===== config.mk =====
export PLATFORM = sky130hd
export DESIGN_NAME = kbd_host_if
export DESIGN_NICKNAME = d
export VERILOG_FILES = /design/src/rtl/kbd_host_pkg.sv /design/src/rtl/kbd_strobe_sync.sv /design/src/rtl/kbd_flag_core.sv /design/src/rtl/kbd_host_if.sv
export SDC_FILE = /design/constraint.sdc
export NUM_CORES = 1
export LEC_CHECK = 0
export BUFFER_PORTS_ARGS = -buffer_cell sky130_fd_sc_hd__buf_2
export CORE_ASPECT_RATIO = 1.5
export CORE_MARGIN = 5
export CORE_UTILIZATION = 35
export DETAILED_ROUTE_END_ITERATION = 10
export SYNTH_ARGS = -nofsm -noshare
export SYNTH_HDL_FRONTEND = slang
export SYNTH_SLANG_ARGS = --single-unit

===== constraint.sdc =====
create_clock -name clk -period 1.8 [get_ports clk]
set_clock_uncertainty 0.1 [all_clocks]
set_input_delay 0 -clock clk [delete_from_list [all_inputs] [get_ports clk]]
set_output_delay 0 -clock clk [all_outputs]
set_load 0.02 [all_outputs]

===== src/rtl/kbd_host_pkg.sv =====
package kbd_host_pkg;

  typedef enum logic [1:0] {
    PORT_NONE = 2'd0,
    PORT_DATA = 2'd1,
    PORT_CMD  = 2'd2
  } host_port_e;

  typedef struct packed {
    logic aux;
    logic cd;
    logic ibf;
    logic obf;
  } kbd_flags_t;

  localparam logic [1:0] CTL_DATA = 2'd0;
  localparam logic [1:0] CTL_STAT = 2'd1;
  localparam logic [1:0] CTL_CTRL = 2'd2;
  localparam logic [1:0] CTL_CLR  = 2'd3;

  // Status byte layout: bit0 OBF, bit1 IBF, bit3 C/D, bit5 AUX
  function automatic logic [7:0] pack_status(input kbd_flags_t f);
    return {2'b00, f.aux, 1'b0, f.cd, 1'b0, f.ibf, f.obf};
  endfunction

  function automatic host_port_e decode_port(input logic [31:0] addr,
                                             input logic [31:0] data_port,
                                             input logic [31:0] cmd_port);
    if (addr == data_port) return PORT_DATA;
    if (addr == cmd_port)  return PORT_CMD;
    return PORT_NONE;
  endfunction

endpackage


===== src/rtl/kbd_strobe_sync.sv =====
module kbd_strobe_sync #(
  parameter int STAGES = 2
) (
  input  logic clk,
  input  logic rst_n,
  input  logic strobe_n,
  output logic fall_pulse
);
  localparam int W = STAGES + 1;

  logic [W-1:0] shift_q;

  always_ff @(posedge clk or negedge rst_n) begin
    if (!rst_n) shift_q <= '1;
    else        shift_q <= {shift_q[W-2:0], strobe_n};
  end

  assign fall_pulse = shift_q[W-1] & ~shift_q[W-2];

  // a falling pulse lasts exactly one cycle
  single_pulse_chk: assert property (@(posedge clk) disable iff (!rst_n)
    fall_pulse |=> !fall_pulse);

endmodule


===== src/rtl/kbd_flag_core.sv =====
module kbd_flag_core
  import kbd_host_pkg::*;
#(
  parameter int ADDR_W = 16,
  parameter logic [ADDR_W-1:0] DATA_PORT = 'h60,
  parameter logic [ADDR_W-1:0] CMD_PORT  = 'h64
) (
  input  logic              clk,
  input  logic              rst_n,
  input  logic              hw_fall,
  input  logic              hr_fall,
  input  logic [ADDR_W-1:0] bus_addr,
  input  logic [7:0]        bus_wdata,
  output logic [7:0]        bus_rdata,
  input  logic [1:0]        ctl_addr,
  input  logic              ctl_wr,
  input  logic              ctl_rd,
  input  logic [7:0]        ctl_wdata,
  output logic [7:0]        ctl_rdata,
  output logic              kbd_irq,
  output logic              aux_irq
);
  host_port_e hport;
  kbd_flags_t flags_q;
  logic [7:0] ibuf_q, obuf_q, status;
  logic       auto_en_q, irq_en_q, aux_sel_q;

  assign hport  = decode_port(32'(bus_addr), 32'(DATA_PORT), 32'(CMD_PORT));
  assign status = pack_status(flags_q);

  // Named events
  logic host_data_wr_evt, host_cmd_wr_evt, host_data_rd_evt, host_stat_rd_evt;
  logic host_none_evt, host_any_wr_evt;
  logic ctl_obuf_wr_evt, ctl_ibuf_rd_evt, ctl_ctrl_wr_evt, ctl_swclr_evt;
  logic obuf_clr_evt, ctl_quiet;

  assign host_data_wr_evt = hw_fall && (hport == PORT_DATA);
  assign host_cmd_wr_evt  = hw_fall && (hport == PORT_CMD);
  assign host_data_rd_evt = hr_fall && (hport == PORT_DATA);
  assign host_stat_rd_evt = hr_fall && (hport == PORT_CMD);
  assign host_none_evt    = (hw_fall || hr_fall) && (hport == PORT_NONE);
  assign host_any_wr_evt  = host_data_wr_evt || host_cmd_wr_evt;

  assign ctl_obuf_wr_evt  = ctl_wr && (ctl_addr == CTL_DATA);
  assign ctl_ctrl_wr_evt  = ctl_wr && (ctl_addr == CTL_CTRL);
  assign ctl_swclr_evt    = ctl_wr && (ctl_addr == CTL_CLR);
  assign ctl_ibuf_rd_evt  = ctl_rd && (ctl_addr == CTL_DATA);
  assign ctl_quiet        = !ctl_wr && !ctl_rd;

  assign obuf_clr_evt     = ctl_swclr_evt || (host_data_rd_evt && auto_en_q);

  // Input side: host writes, controller drains
  always_ff @(posedge clk or negedge rst_n) begin
    if (!rst_n) begin
      ibuf_q      <= '0;
      flags_q.ibf <= 1'b0;
      flags_q.cd  <= 1'b0;
    end else if (host_any_wr_evt) begin
      ibuf_q      <= bus_wdata;
      flags_q.ibf <= 1'b1;
      flags_q.cd  <= host_cmd_wr_evt;
    end else if (ctl_ibuf_rd_evt) begin
      flags_q.ibf <= 1'b0;
    end
  end

  // Output side: controller loads, host read or software clears
  always_ff @(posedge clk or negedge rst_n) begin
    if (!rst_n) begin
      obuf_q      <= '0;
      flags_q.obf <= 1'b0;
      flags_q.aux <= 1'b0;
      kbd_irq     <= 1'b0;
      aux_irq     <= 1'b0;
    end else if (ctl_obuf_wr_evt) begin
      obuf_q      <= ctl_wdata;
      flags_q.obf <= 1'b1;
      flags_q.aux <= aux_sel_q;
      kbd_irq     <= irq_en_q && !aux_sel_q;
      aux_irq     <= irq_en_q && aux_sel_q;
    end else if (obuf_clr_evt) begin
      flags_q.obf <= 1'b0;
      flags_q.aux <= 1'b0;
      kbd_irq     <= 1'b0;
      aux_irq     <= 1'b0;
    end
  end

  // Control byte
  always_ff @(posedge clk or negedge rst_n) begin
    if (!rst_n) begin
      auto_en_q <= 1'b0;
      irq_en_q  <= 1'b0;
      aux_sel_q <= 1'b0;
    end else if (ctl_ctrl_wr_evt) begin
      auto_en_q <= ctl_wdata[0];
      irq_en_q  <= ctl_wdata[1];
      aux_sel_q <= ctl_wdata[2];
    end
  end

  // Read muxes
  always_comb begin
    unique case (hport)
      PORT_DATA: bus_rdata = obuf_q;
      PORT_CMD:  bus_rdata = status;
      default:   bus_rdata = 8'hFF;
    endcase
  end

  always_comb begin
    unique case (ctl_addr)
      CTL_DATA: ctl_rdata = ibuf_q;
      CTL_STAT: ctl_rdata = status;
      CTL_CTRL: ctl_rdata = {5'b0, aux_sel_q, irq_en_q, auto_en_q};
      default:  ctl_rdata = 8'h00;
    endcase
  end


  data_wr_flags_chk: assert property (@(posedge clk) disable iff (!rst_n)
    host_data_wr_evt |=> flags_q.ibf && !flags_q.cd && ibuf_q == $past(bus_wdata));

  cmd_wr_flags_chk: assert property (@(posedge clk) disable iff (!rst_n)
    host_cmd_wr_evt |=> flags_q.ibf && flags_q.cd);

  ibuf_drain_chk: assert property (@(posedge clk) disable iff (!rst_n)
    (ctl_ibuf_rd_evt && !host_any_wr_evt) |=> !flags_q.ibf);

  obuf_load_chk: assert property (@(posedge clk) disable iff (!rst_n)
    ctl_obuf_wr_evt |=> flags_q.obf);

  irq_exclusive_chk: assert property (@(posedge clk) disable iff (!rst_n)
    $onehot0({kbd_irq, aux_irq}));

  auto_clear_chk: assert property (@(posedge clk) disable iff (!rst_n)
    (host_data_rd_evt && auto_en_q && !ctl_obuf_wr_evt)
      |=> !flags_q.obf && !kbd_irq && !aux_irq);

  no_auto_clear_chk: assert property (@(posedge clk) disable iff (!rst_n)
    (host_data_rd_evt && !auto_en_q && !hw_fall && ctl_quiet)
      |=> $stable(status) && $stable(kbd_irq) && $stable(aux_irq));

  sw_clear_chk: assert property (@(posedge clk) disable iff (!rst_n)
    ctl_swclr_evt |=> !flags_q.obf && !kbd_irq && !aux_irq);

  status_read_quiet_chk: assert property (@(posedge clk) disable iff (!rst_n)
    (host_stat_rd_evt && !hw_fall && ctl_quiet)
      |=> $stable(status) && $stable(obuf_q) && $stable(ibuf_q));

  unmapped_quiet_chk: assert property (@(posedge clk) disable iff (!rst_n)
    (host_none_evt && ctl_quiet) |=> $stable(status) && $stable(ibuf_q));

endmodule


===== src/rtl/kbd_host_if.sv =====
module kbd_host_if #(
  parameter int ADDR_W      = 16,
  parameter int SYNC_STAGES = 2,
  parameter logic [ADDR_W-1:0] DATA_PORT = 'h60,
  parameter logic [ADDR_W-1:0] CMD_PORT  = 'h64
) (
  input  logic              clk,
  input  logic              rst_n,
  input  logic [ADDR_W-1:0] bus_addr,
  input  logic [7:0]        bus_wdata,
  output logic [7:0]        bus_rdata,
  input  logic              bus_rd_n,
  input  logic              bus_wr_n,
  input  logic [1:0]        ctl_addr,
  input  logic              ctl_wr,
  input  logic              ctl_rd,
  input  logic [7:0]        ctl_wdata,
  output logic [7:0]        ctl_rdata,
  output logic              kbd_irq,
  output logic              aux_irq
);
  logic hw_fall, hr_fall;

  kbd_strobe_sync #(.STAGES(SYNC_STAGES)) u_wr_sync (
    .clk(clk), .rst_n(rst_n), .strobe_n(bus_wr_n), .fall_pulse(hw_fall));

  kbd_strobe_sync #(.STAGES(SYNC_STAGES)) u_rd_sync (
    .clk(clk), .rst_n(rst_n), .strobe_n(bus_rd_n), .fall_pulse(hr_fall));

  kbd_flag_core #(
    .ADDR_W(ADDR_W), .DATA_PORT(DATA_PORT), .CMD_PORT(CMD_PORT)
  ) u_core (
    .clk(clk), .rst_n(rst_n),
    .hw_fall(hw_fall), .hr_fall(hr_fall),
    .bus_addr(bus_addr), .bus_wdata(bus_wdata), .bus_rdata(bus_rdata),
    .ctl_addr(ctl_addr), .ctl_wr(ctl_wr), .ctl_rd(ctl_rd),
    .ctl_wdata(ctl_wdata), .ctl_rdata(ctl_rdata),
    .kbd_irq(kbd_irq), .aux_irq(aux_irq));

endmodule


## Word-level counts from Yosys, hierarchy flattened

Cells that the tools add are included.

| word-level totals | value |
|---|---|
| flip-flop bits (word level) | 31 |
| bits of input ports | 40 |
| output and inout port bits | 18 |
| logic and storage cells | 56 |

| operators by class | value |
|---|---|
| equality and inequality tests | 7 |
| muxes and demuxes | 16 |
| bitwise logic cells | 4 |
| reduce and logical (&&, ||, !) cells | 16 |

Operators with widths:

| cell | number |
|---|---|
| $eq 16x7->1 const B | 2 |
| $pmux 8 s3 | 1 |
| $pmux 8 s2 | 1 |
| $logic_and 1x1->1 | 10 |
| $mux 1 | 10 |
| $mux 2 | 4 |
| $eq 2x2->1 const B | 3 |
| $eq 2x1->1 const B | 2 |
| $reduce_bool 2->1 | 2 |
| $and 1x1->1 | 2 |
| $logic_not 2->1 | 1 |
| $logic_or 1x1->1 | 2 |
| $not 1->1 | 2 |
| $logic_not 1->1 | 1 |

## Depth between registers and ports, before layout

Gate-level depths: netlist of run 1.

| logic depth | value |
|---|---|
| depth after elaboration | 11 |
| mapped depth | 7 |
| mapped depth without buffers | 4 |

## Cells and area by module

From an unflattened synthesis of run 1, not the netlist that was laid out.

| unflattened totals | value |
|---|---|
| cells, all modules | 116 |
| area, all modules | 1455.1 um^2 |

Modules (own cells, without submodules):

| module | times used | cells each | area an instance (um^2) | sequential area each (um^2) |
|---|---|---|---|---|
| kbd_flag_core | 1 | 108 | 1270.0 | 625.6 |
| kbd_strobe_sync | 2 | 4 | 92.6 | 78.8 |

## Worst setup path before layout of run 1

OpenSTA, ideal clock, no wires.

| timing | value |
|---|---|
| path type | input to register |
| start point | input bus_addr[4] |
| end point | register u_core.flags_q[2] (netlist name) |
| library setup time | 0.125 ns |
| data arrival time | 1.180 ns |
| required time | 1.575 ns |
| slack | 0.395 ns |
| stages on the path | 6 |
| buffers on the path | 2 |
| cell sequence | nor4b_2 and4_1 buf_6 and3b_1 buf_6 mux2_4 |

| on the way | value |
|---|---|
| longest elaborated chain between the ends | 8 |
| elaborated cells between the ends (all ways) | 13 |
| classes of those cells | 4 x eq/ne; 6 x mux; 3 x reduce/logical |

Ends and longest elaborated chain:

| item | line | text |
|---|---|---|
| from (decl) | kbd_host_if.sv:9 | `input logic [ADDR_W-1:0] bus_addr,` |
| $eq 16x7->1 | kbd_host_pkg.sv:30 | `if (addr == cmd_port) return PORT_CMD;` |
| $mux 1 (2 in a row) | kbd_host_pkg.sv:30 |  |
| $mux 2 | kbd_host_pkg.sv:31 | `return PORT_NONE;` |
| $mux 2 (*) | kbd_host_pkg.sv:30 |  |
| $eq 2x1->1 or $eq 2x2->1 (tied branches) | kbd_flag_core.sv:37, kbd_flag_core.sv:38 |  |
| $logic_and 1x1->1 (on tied branches) | kbd_flag_core.sv:37, kbd_flag_core.sv:38 |  |
| $logic_or 1x1->1 | kbd_flag_core.sv:42 | `assign host_any_wr_evt = host_data_wr_evt \|\| host_cmd_wr_evt;` |
| to (decl) | kbd_flag_core.sv:24 | `kbd_flags_t flags_q;` |

Every way passes the cells marked *; elsewhere a longest branch is shown, timed or not. The select of a mux whose other input is x is not followed.
A chain may end at the register's enable or synchronous reset.

## Worst setup path in the final report of run 1

| timing | value |
|---|---|
| start point | register u_wr_sync.shift_q[1] |
| end point | register u_core.ibuf_q[7] |

| on the way | value |
|---|---|
| longest elaborated chain between the ends | 4 |
| elaborated cells between the ends (all ways) | 5 |
| classes of those cells | 2 x bitwise; 3 x reduce/logical |

Ends and longest elaborated chain:

| item | line | text |
|---|---|---|
| from (decl) | kbd_strobe_sync.sv:11 | `logic [W-1:0] shift_q;` |
| from (signal assigned) | kbd_strobe_sync.sv:15 | `else shift_q <= {shift_q[W-2:0], strobe_n};` |
| $not 1->1 (*) | kbd_strobe_sync.sv:18 | `assign fall_pulse = shift_q[W-1] & ~shift_q[W-2];` |
| $and 1x1->1 (*) | kbd_strobe_sync.sv:18 |  |
| $logic_and 1x1->1 (on tied branches) | kbd_flag_core.sv:37, kbd_flag_core.sv:38 |  |
| $logic_or 1x1->1 (*) | kbd_flag_core.sv:42 |  |
| to (signal assigned) | kbd_flag_core.sv:59 | `ibuf_q <= bus_wdata;` |
| to (decl) | kbd_flag_core.sv:25 | `logic [7:0] ibuf_q, obuf_q, status;` |

Every way passes the cells marked *; elsewhere a longest branch is shown, timed or not.

==> out/qor.csv, run 1 <==
stage,metric,value,unit
clock_network,cts.sink_count,31,
finish,antenna_fix_cells,0,
clock_network,clock_latency,0.28,ns
logic_synthesis,synthXorXnorAreaFrac,0.6157,%
floorplan,floorplan.io_pins,58,
timing,actual_transition_at_the_worst_max_transition_pin,0.6651,ns
critical_path,ff2ff_setup_slack,0.35,ns
timing,tns,0,ns
timing,final-setup-viol-count,0,
logic_synthesis,post_synth_instance_area,1423,um^2
logic_synthesis,synth_fp_nets,153,
clock_network,cts_resized,0,
worst_hold_path,hold_path.class,in -> reg,
clock_network,clock_tree.buffer_depth,2,
floorplan,rows,28,
clock_network,clk_pin_slew,0.07,ns
global_routing,grt_antenna_before_repair,0,
worst_hold_path,start_point_of_the_worst_min_delay_path,ctl_addr[0],
power_and_ir_drop,power-per-cell-area,840.4,nW/um^2
timing,pnr_worst_setup_slack,0.3533,ns
clock_network,postCtsHoldBufs,20,
logic_synthesis,yosys.area_share.adder,0,%
timing,top_achievable_clock_speed,0.6912,GHz
worst_hold_path,worst_hold_path.endpoint,u_core.flags_q[1],
critical_path,critPathKind,reg -> reg,
worst_hold_path,hold_path_depth,4,
finish,num-nets-final,235,
logic_synthesis,yosysSeqAreaShare,55.06,%
power_and_ir_drop,pwr-share-comb,13.6,%
floorplan,die_area,5466,um^2
placed_design,post-dp-hpwl,2795,um
clock_network,clockRootBuffer,sky130_fd_sc_hd__clkbuf_8,
logic_synthesis,synth.area.mux_share,21.37,%
critical_path,regToRegStartpoint,u_wr_sync.shift_q[1],
job,drv_cap,0,
critical_path,crit_path_max_fanout,10,
power_and_ir_drop,internal_power,1.345,mW
floorplan,placeableCoreArea,3959,um^2
logic_synthesis,synth-compound-area-share,7.124,%
logic_synthesis,post_synth_num_cell_types,27,
power_and_ir_drop,peakVddDrop,0.6079,mV
logic_synthesis,post_synth_and_or_nand_nor_area_fraction,11.52,%
timing,min_period,1.447,ns
critical_path,r2r_cells,3,
critical_path,critical-path-max-stage-delay,0.55,ns
clock_network,cts-htree-levels,2,
critical_path,required,1.87,ns
critical_path,path_cells,and3b_1 > buf_4 > mux2_4,
global_routing,globalRoute.totalOverflow,0,
clock_network,cts_post_setup_buffers_inserted,0,
logic_synthesis,synthesis.area_per_instance,12.59,um^2
clock_network,cts_made_buffers,5,
timing,timing.hold.ws,0.02051,ns
global_routing,grt_usage,15.76,%
route,first_pass_iters,4,
timing,finalHoldViolations,0,
global_routing,first_global_vias,1280,
critical_path,timing.critical_path.from_type,flop,
floorplan,die_h,88.09,um
timing,layout_worst_path_cycle_share,80.37,%
power_and_ir_drop,seqPwrFrac,46.5,%
critical_path,crit_path_end_kind,flop,
route,post-route-drc-count,0,
power_and_ir_drop,static-leakage-power,1.024,nW
power_and_ir_drop,clockPowerShare,39.8,%
route,drt_iter0_markers,21,
power_and_ir_drop,switching_fraction,22.83,%
critical_path,worst-endpoint-arrival,1.51,ns
timing,grt_setup_unrepaired,no,
route,drt-vias-per-instance,4.784,
route,finalWirelength,3737,um
critical_path,crit_slowest_cell,sky130_fd_sc_hd__dfstp_2,
logic_synthesis,ys_warn_count,0,
logic_synthesis,ys_ff_latch,31,
finish,areaGrowthSynthToFinish,45.73,%
clock_network,tritoncts_clock_tree,done,
route,drt-wirelength-per-cell,15.51,um
placed_design,gpl.final_weighted_congestion,0.7991,
critical_path,worst_r2r_endpoint,u_core.ibuf_q[7],
route,antenna_violating_nets_post_route,0,
logic_synthesis,synth_top_family_by_area,multiplexers,
placed_design,dp_slack,0.2343,ns
outcome,run_status,completed,
global_routing,grt_first_pass_wirelength,6285,um
floorplan,chipWidth,62.06,um
global_routing,largest_net_degree_at_the_start_of_global_routing,32,
placed_design,port-buffer-count,57,
power_and_ir_drop,netSwitchingPower,0.3977,mW
logic_synthesis,cells_after_synth,113,
timing,slew_violations,0,
floorplan,start_util,35.94,%
route,vias_post_dr,1153,
timing,max-slew-margin-rel,55.66,%
finish,drive_gt1_share,48.47,%
power by group through the flow:
| stage | combinational, mW | sequential, mW | clock, mW |
|---|---|---|---|
| after global routing | 0.267 | 0.816 | 0.740 |
| final | 0.238 | 0.811 | 0.694 |
| after floorplan | 0.108 | 0.813 | 0 |
| after detailed placement | 0.205 | 0.822 | 0 |
| after CTS | 0.240 | 0.811 | 0.712 |
| after global placement | 0.199 | 0.819 | 0 |
worst max-delay path by stage:
stage,cells past startpoint,startpoint,endpoint
global placement,4,ctl_addr[1],u_core.obuf_q[3]
floorplan,6,bus_addr[4],u_core.flags_q[2]
detailed placement,4,ctl_addr[1],u_core.obuf_q[5]
finish,3,u_wr_sync.shift_q[1],u_core.ibuf_q[7]
CTS,3,u_wr_sync.shift_q[1],u_core.ibuf_q[4]
global route,3,u_rd_sync.shift_q[2],u_core.aux_irq
cell type report:
class | instances | area, um^2
Tap cell | 45 | 56.30
Multi-Input combinational cell | 71 | 578.1
Timing Repair Buffer | 82 | 523.0
Sequential cell | 31 | 783.3
Clock inverter | 2 | 35.03
Inverter | 4 | 15.01
Fill cell | 370 | 1886
Clock buffer | 6 | 82.58
registers in the layout, summed over array words and instances, names as in the netlist:
signal,count
u_core.ibuf_q,8
u_core.obuf_q,8
u_core.flags_q,4
u_rd_sync.shift_q,3
u_wr_sync.shift_q,3
u_core.auto_en_q,1
u_core.aux_irq,1
u_core.aux_sel_q,1
u_core.irq_en_q,1
u_core.kbd_irq,1
synthesized netlist by cell type (all sizes together):
master   number  area share (%)
nor4bb        1            0.70
nor3          1            0.35
o21ai        10             3.5
a22o          1            0.62
a22oi         1            0.53
dfrtp        25              44
and3b         1            0.62
mux2i         9             6.3
nor4          1            0.44
nor2          4             1.1
inv           4             1.1
a32o          1            0.70
o2bb2ai       1            0.62
buf           6             3.0
nand2        13             3.4
dfstp         6              11
and2          4             1.8
a21o          2             1.1
nor2b         1            0.44
and4          1            0.62
nor4b         2             2.1
clkbuf        1            0.26
mux2         16              15
xnor2         1            0.62
cells by family (layout without fill, tap and decap cells):
family,count (synthesis),count (layout)
AO/OA/AOI/OAI,16,16
XOR/XNOR,1,1
buffers and inverters,11,94
flip-flops,31,31
multiplexers,25,25
AND/OR/NAND/NOR,29,29
layer usage:
metal | vias to the layer above | routed length [um] | GRT usage [%]
li1 | 552 | - | -
met1 | 562 | 1399 | 16.50
met2 | 31 | 2085 | 29.06
met3 | 8 | 207 | 4.720
met4 | 0 | 44 | 4.440
met5 | - | 0 | 0
cell usage in the layout, fill, tap and decap left out, types with 2 or more instances in the layout:
master,netlist,final
sky130_fd_sc_hd__nor4b_2,2,2
sky130_fd_sc_hd__nand2_1,13,13
sky130_fd_sc_hd__buf_4,0,5
sky130_fd_sc_hd__dlygate4sd3_1,0,20
sky130_fd_sc_hd__clkbuf_8,0,6
sky130_fd_sc_hd__and2_1,4,4
sky130_fd_sc_hd__o21ai_0,10,10
sky130_fd_sc_hd__inv_1,4,4
sky130_fd_sc_hd__mux2i_1,9,9
sky130_fd_sc_hd__nor2_1,4,4
sky130_fd_sc_hd__mux2_4,9,9
sky130_fd_sc_hd__dfstp_2,6,6
sky130_fd_sc_hd__dfrtp_1,25,25
sky130_fd_sc_hd__buf_2,4,57
sky130_fd_sc_hd__mux2_2,7,7
critical path, delay by kind of cell, from the launching register on:
kind                   cells  cell delay (ns)
multiplexers               1             0.31
AND/OR/NAND/NOR            1             0.18
flip-flops                 1             0.55
buffers and inverters      1             0.19
per-stage QoR:
step                      total power [mW]  utilization (%)  cell area, um^2  cells
final                                1.742            52.37             2073    241
after global routing                 1.823            52.37             2073    241
after CTS                            1.763            52.37             2073    241
after detailed placement             1.027            44.34             1755    213
after global placement               1.018            44.34             1755    213
after floorplan                     0.9205                -             1423    113
Note: power is estimated with default switching activity, not from simulation.
==> inputs of run 2 (changes only) <==
Clock period 1.8 ns to 1.2 ns, I/O delays scaled along.
==> run 2 against run 1 <==
Compared with the run above:
- the flow now finishes with violations (setup timing)
- combinational power increased by 66%
- via count increased by 0.35%
- cell area increased by 3.7%
- die area unchanged
- wire length increased by 0.40%
- largest cell class unchanged
==> out/qor.csv, run 2 (synthesized netlist as in run 1, its figures left out) <==
stage,metric,value,unit,change
critical_path,critPathKind,reg -> reg,,unchanged
floorplan,placeableCoreArea,3959,um^2,unchanged
finish,final.fill_count,358,,was 370
power_and_ir_drop,clockPowerShare,35.0,%,was 39.8%
clock_network,cts-htree-levels,2,,unchanged
finish,finalInstanceArea,2151,um^2,was 2073 um^2
global_routing,grt_antenna_before_repair,0,,unchanged
placed_design,place_area,1790,um^2,was 1755 um^2
power_and_ir_drop,static-leakage-power,1.060,nW,was 1.024 nW
clock_network,tritoncts_clock_tree,done,,unchanged
clock_network,clockRootBuffer,sky130_fd_sc_hd__clkbuf_8,,unchanged
placed_design,gpl.final_weighted_congestion,0.7494,,was 0.7991
timing,layout_worst_path_cycle_share,116.5,%,was 80.37%
power_and_ir_drop,finalPower,2.473,mW,was 1.742 mW
timing,max-slew-margin-rel,74.21,%,was 55.66%
power_and_ir_drop,switching_fraction,23.33,%,was 22.83%
timing,final-setup-viol-count,14,,was 0
global_routing,globalRoute.totalOverflow,0,,unchanged
route,drt_iter0_markers,11,,was 21
route,finalWirelength,3752,um,was 3737 um
clock_network,clock_tree.buffer_depth,2,,unchanged
power_and_ir_drop,internal_power,1.896,mW,was 1.345 mW
placed_design,post-dp-hpwl,2677,um,was 2795 um
critical_path,ff2ff_setup_slack,-0.20,ns,was 0.35 ns
finish,final_common_cell,sky130_fd_sc_hd__buf_2,,unchanged
global_routing,first_global_vias,1237,,was 1280
power_and_ir_drop,netSwitchingPower,0.5770,mW,was 0.3977 mW
critical_path,crit_path_end_kind,flop,,unchanged
global_routing,grt_usage,14.38,%,was 15.76%
timing,pnr_worst_setup_slack,-0.1975,ns,was 0.3533 ns
outcome,run_status,"finished, violations left",,was completed
route,antenna_violating_nets_post_route,0,,unchanged
finish,areaGrowthSynthToFinish,51.19,%,was 45.73%
route,drt-wirelength-per-cell,15.25,um,was 15.51 um
critical_path,worst-endpoint-arrival,1.45,ns,was 1.51 ns
clock_network,clock_latency,0.27,ns,was 0.28 ns
critical_path,crit_path_max_fanout,10,,unchanged
floorplan,die_h,88.09,um,unchanged
critical_path,timing.critical_path.from_type,flop,,unchanged
floorplan,rows,28,,unchanged
finish,mostFrequentLayoutCells,"sky130_fd_sc_hd__buf_2, sky130_fd_sc_hd__dfrtp_1, sky130_fd_sc_hd__dlygate4sd3_1",,unchanged
power_and_ir_drop,peakVddDrop,0.8884,mV,was 0.6079 mV
finish,final_util,54.33,%,was 52.37%
route,post-route-drc-count,0,,unchanged
timing,min_period,1.398,ns,was 1.447 ns
timing,top_achievable_clock_speed,0.7156,GHz,was 0.6912 GHz
power_and_ir_drop,power-per-cell-area,1150,nW/um^2,was 840.4 nW/um^2
route,first_pass_iters,4,,unchanged
power_and_ir_drop,seqPwrFrac,49.0,%,was 46.5%
finish,num-nets-final,240,,was 235
timing,grt_setup_unrepaired,yes,,was no
critical_path,required,1.26,ns,was 1.87 ns
floorplan,floorplan.io_pins,58,,unchanged
power_and_ir_drop,pwr-share-comb,16.0,%,was 13.6%
floorplan,chipWidth,62.06,um,unchanged
outcome,failed_checks,setup timing,,
route,vias_post_dr,1157,,was 1153
job,drv_cap,0,,unchanged
worst_hold_path,hold_path.class,in -> reg,,unchanged
finish,antenna_fix_cells,0,,unchanged
global_routing,largest_net_degree_at_the_start_of_global_routing,32,,unchanged
global_routing,grt_first_pass_wirelength,5713,um,was 6285 um
route,drt-vias-per-instance,4.703,,was 4.784
floorplan,die_area,5466,um^2,unchanged
clock_network,cts.sink_count,31,,unchanged
placed_design,port-buffer-count,57,,unchanged
finish,drive_gt1_share,50.25,%,was 48.47%
timing,actual_transition_at_the_worst_max_transition_pin,0.3869,ns,was 0.6651 ns
timing,slew_violations,0,,unchanged
clock_network,cts_made_buffers,5,,unchanged
finish,reg_top3,"u_core.ibuf_q (8), u_core.obuf_q (8), u_core.flags_q (4)",,unchanged
clock_network,clk_pin_slew,0.06,ns,was 0.07 ns
floorplan,start_util,35.94,%,unchanged
timing,finalHoldViolations,0,,unchanged
## run 2: cell types whose count changed in the layout (fill, tap and decap cells not counted), sizes merged
cell         previous run  this run
buf                    62        66
bufinv                  1         0
clkbuf                  6         8
clkinv                  1         0
dlygate4sd3            20        21
## run 2: worst paths after layout
path                                            from              endpoint  depth (start not counted)
worst max-delay path            u_wr_sync.shift_q[2]      u_core.ibuf_q[4]                          3
worst min register to register  u_wr_sync.shift_q[0]  u_wr_sync.shift_q[1]                          0
worst min-delay path                     ctl_addr[0]     u_core.flags_q[1]                          4
min in group asynchronous                      rst_n      u_core.ibuf_q[7]                          3
max in group asynchronous                      rst_n  u_wr_sync.shift_q[0]                          3
worst max register to register  u_wr_sync.shift_q[2]      u_core.ibuf_q[4]                          3
## run 2: final cells by class
class                   count  area [um^2]  share of cell area, %
well taps                  45        56.30                  2.618
flip-flops and latches     31        783.3                  36.42
repair buffers             87        594.3                  27.63
clock buffers               8        100.1                  4.654
inverters                   4        15.01                 0.6981
multi-input cells          71        601.8                  27.98
## run 2: stage by stage
stage	hold WS [ns]	setup slack [ns]	TNS, ns	instances
6_report	0.007859	-0.1975	-2.086	246
3_3_place_gp	-0.07108	-0.2958	-4.114	216
3_5_place_dp	-0.06706	-0.3236	-4.564	216
4_1_cts	0.0001201	-0.1994	-2.084	245
2_1_floorplan	-0.3956	-0.1976	-2.121	113
5_1_grt	0.02243	-0.2318	-2.765	246
## run 2: routing by layer
layer / GRT usage (%) / up-vias / wire length (um)
li1: - / 560 / -
met3: 4.425 / 2 / 352
met5: 0 / - / 0
met2: 25.66 / 51 / 1986
met1: 15.55 / 544 / 1393
met4: 4.633 / 0 / 19
## run 2: critical path, stage by stage (launching register included)
cell,delay [ns]
sky130_fd_sc_hd__dfstp_2,0.51
sky130_fd_sc_hd__and3b_1,0.21
sky130_fd_sc_hd__buf_12,0.15
sky130_fd_sc_hd__mux2_4,0.31
## run 2: power by group through the flow
stage / logic [mW] / registers (mW) / clock network (mW)
2_1_floorplan: 0.162 / 1.22 / 0
3_3_place_gp: 0.314 / 1.22 / 0
3_5_place_dp: 0.327 / 1.23 / 0
4_1_cts: 0.395 / 1.21 / 0.891
5_1_grt: 0.433 / 1.22 / 0.939
6_report: 0.396 / 1.21 / 0.865
## run 2: repair_timing
| action | 4_1_cts | 5_1_grt |
|---|---|---|
| hold endpoints to repair | 54 | 0 |
| gates resized for setup | 6 | 6 |
| setup endpoints to repair | 15 | 23 |
| pin swaps | 2 | 2 |
| setup buffers | 0 | 1 |
| hold buffers | 21 | 0 |
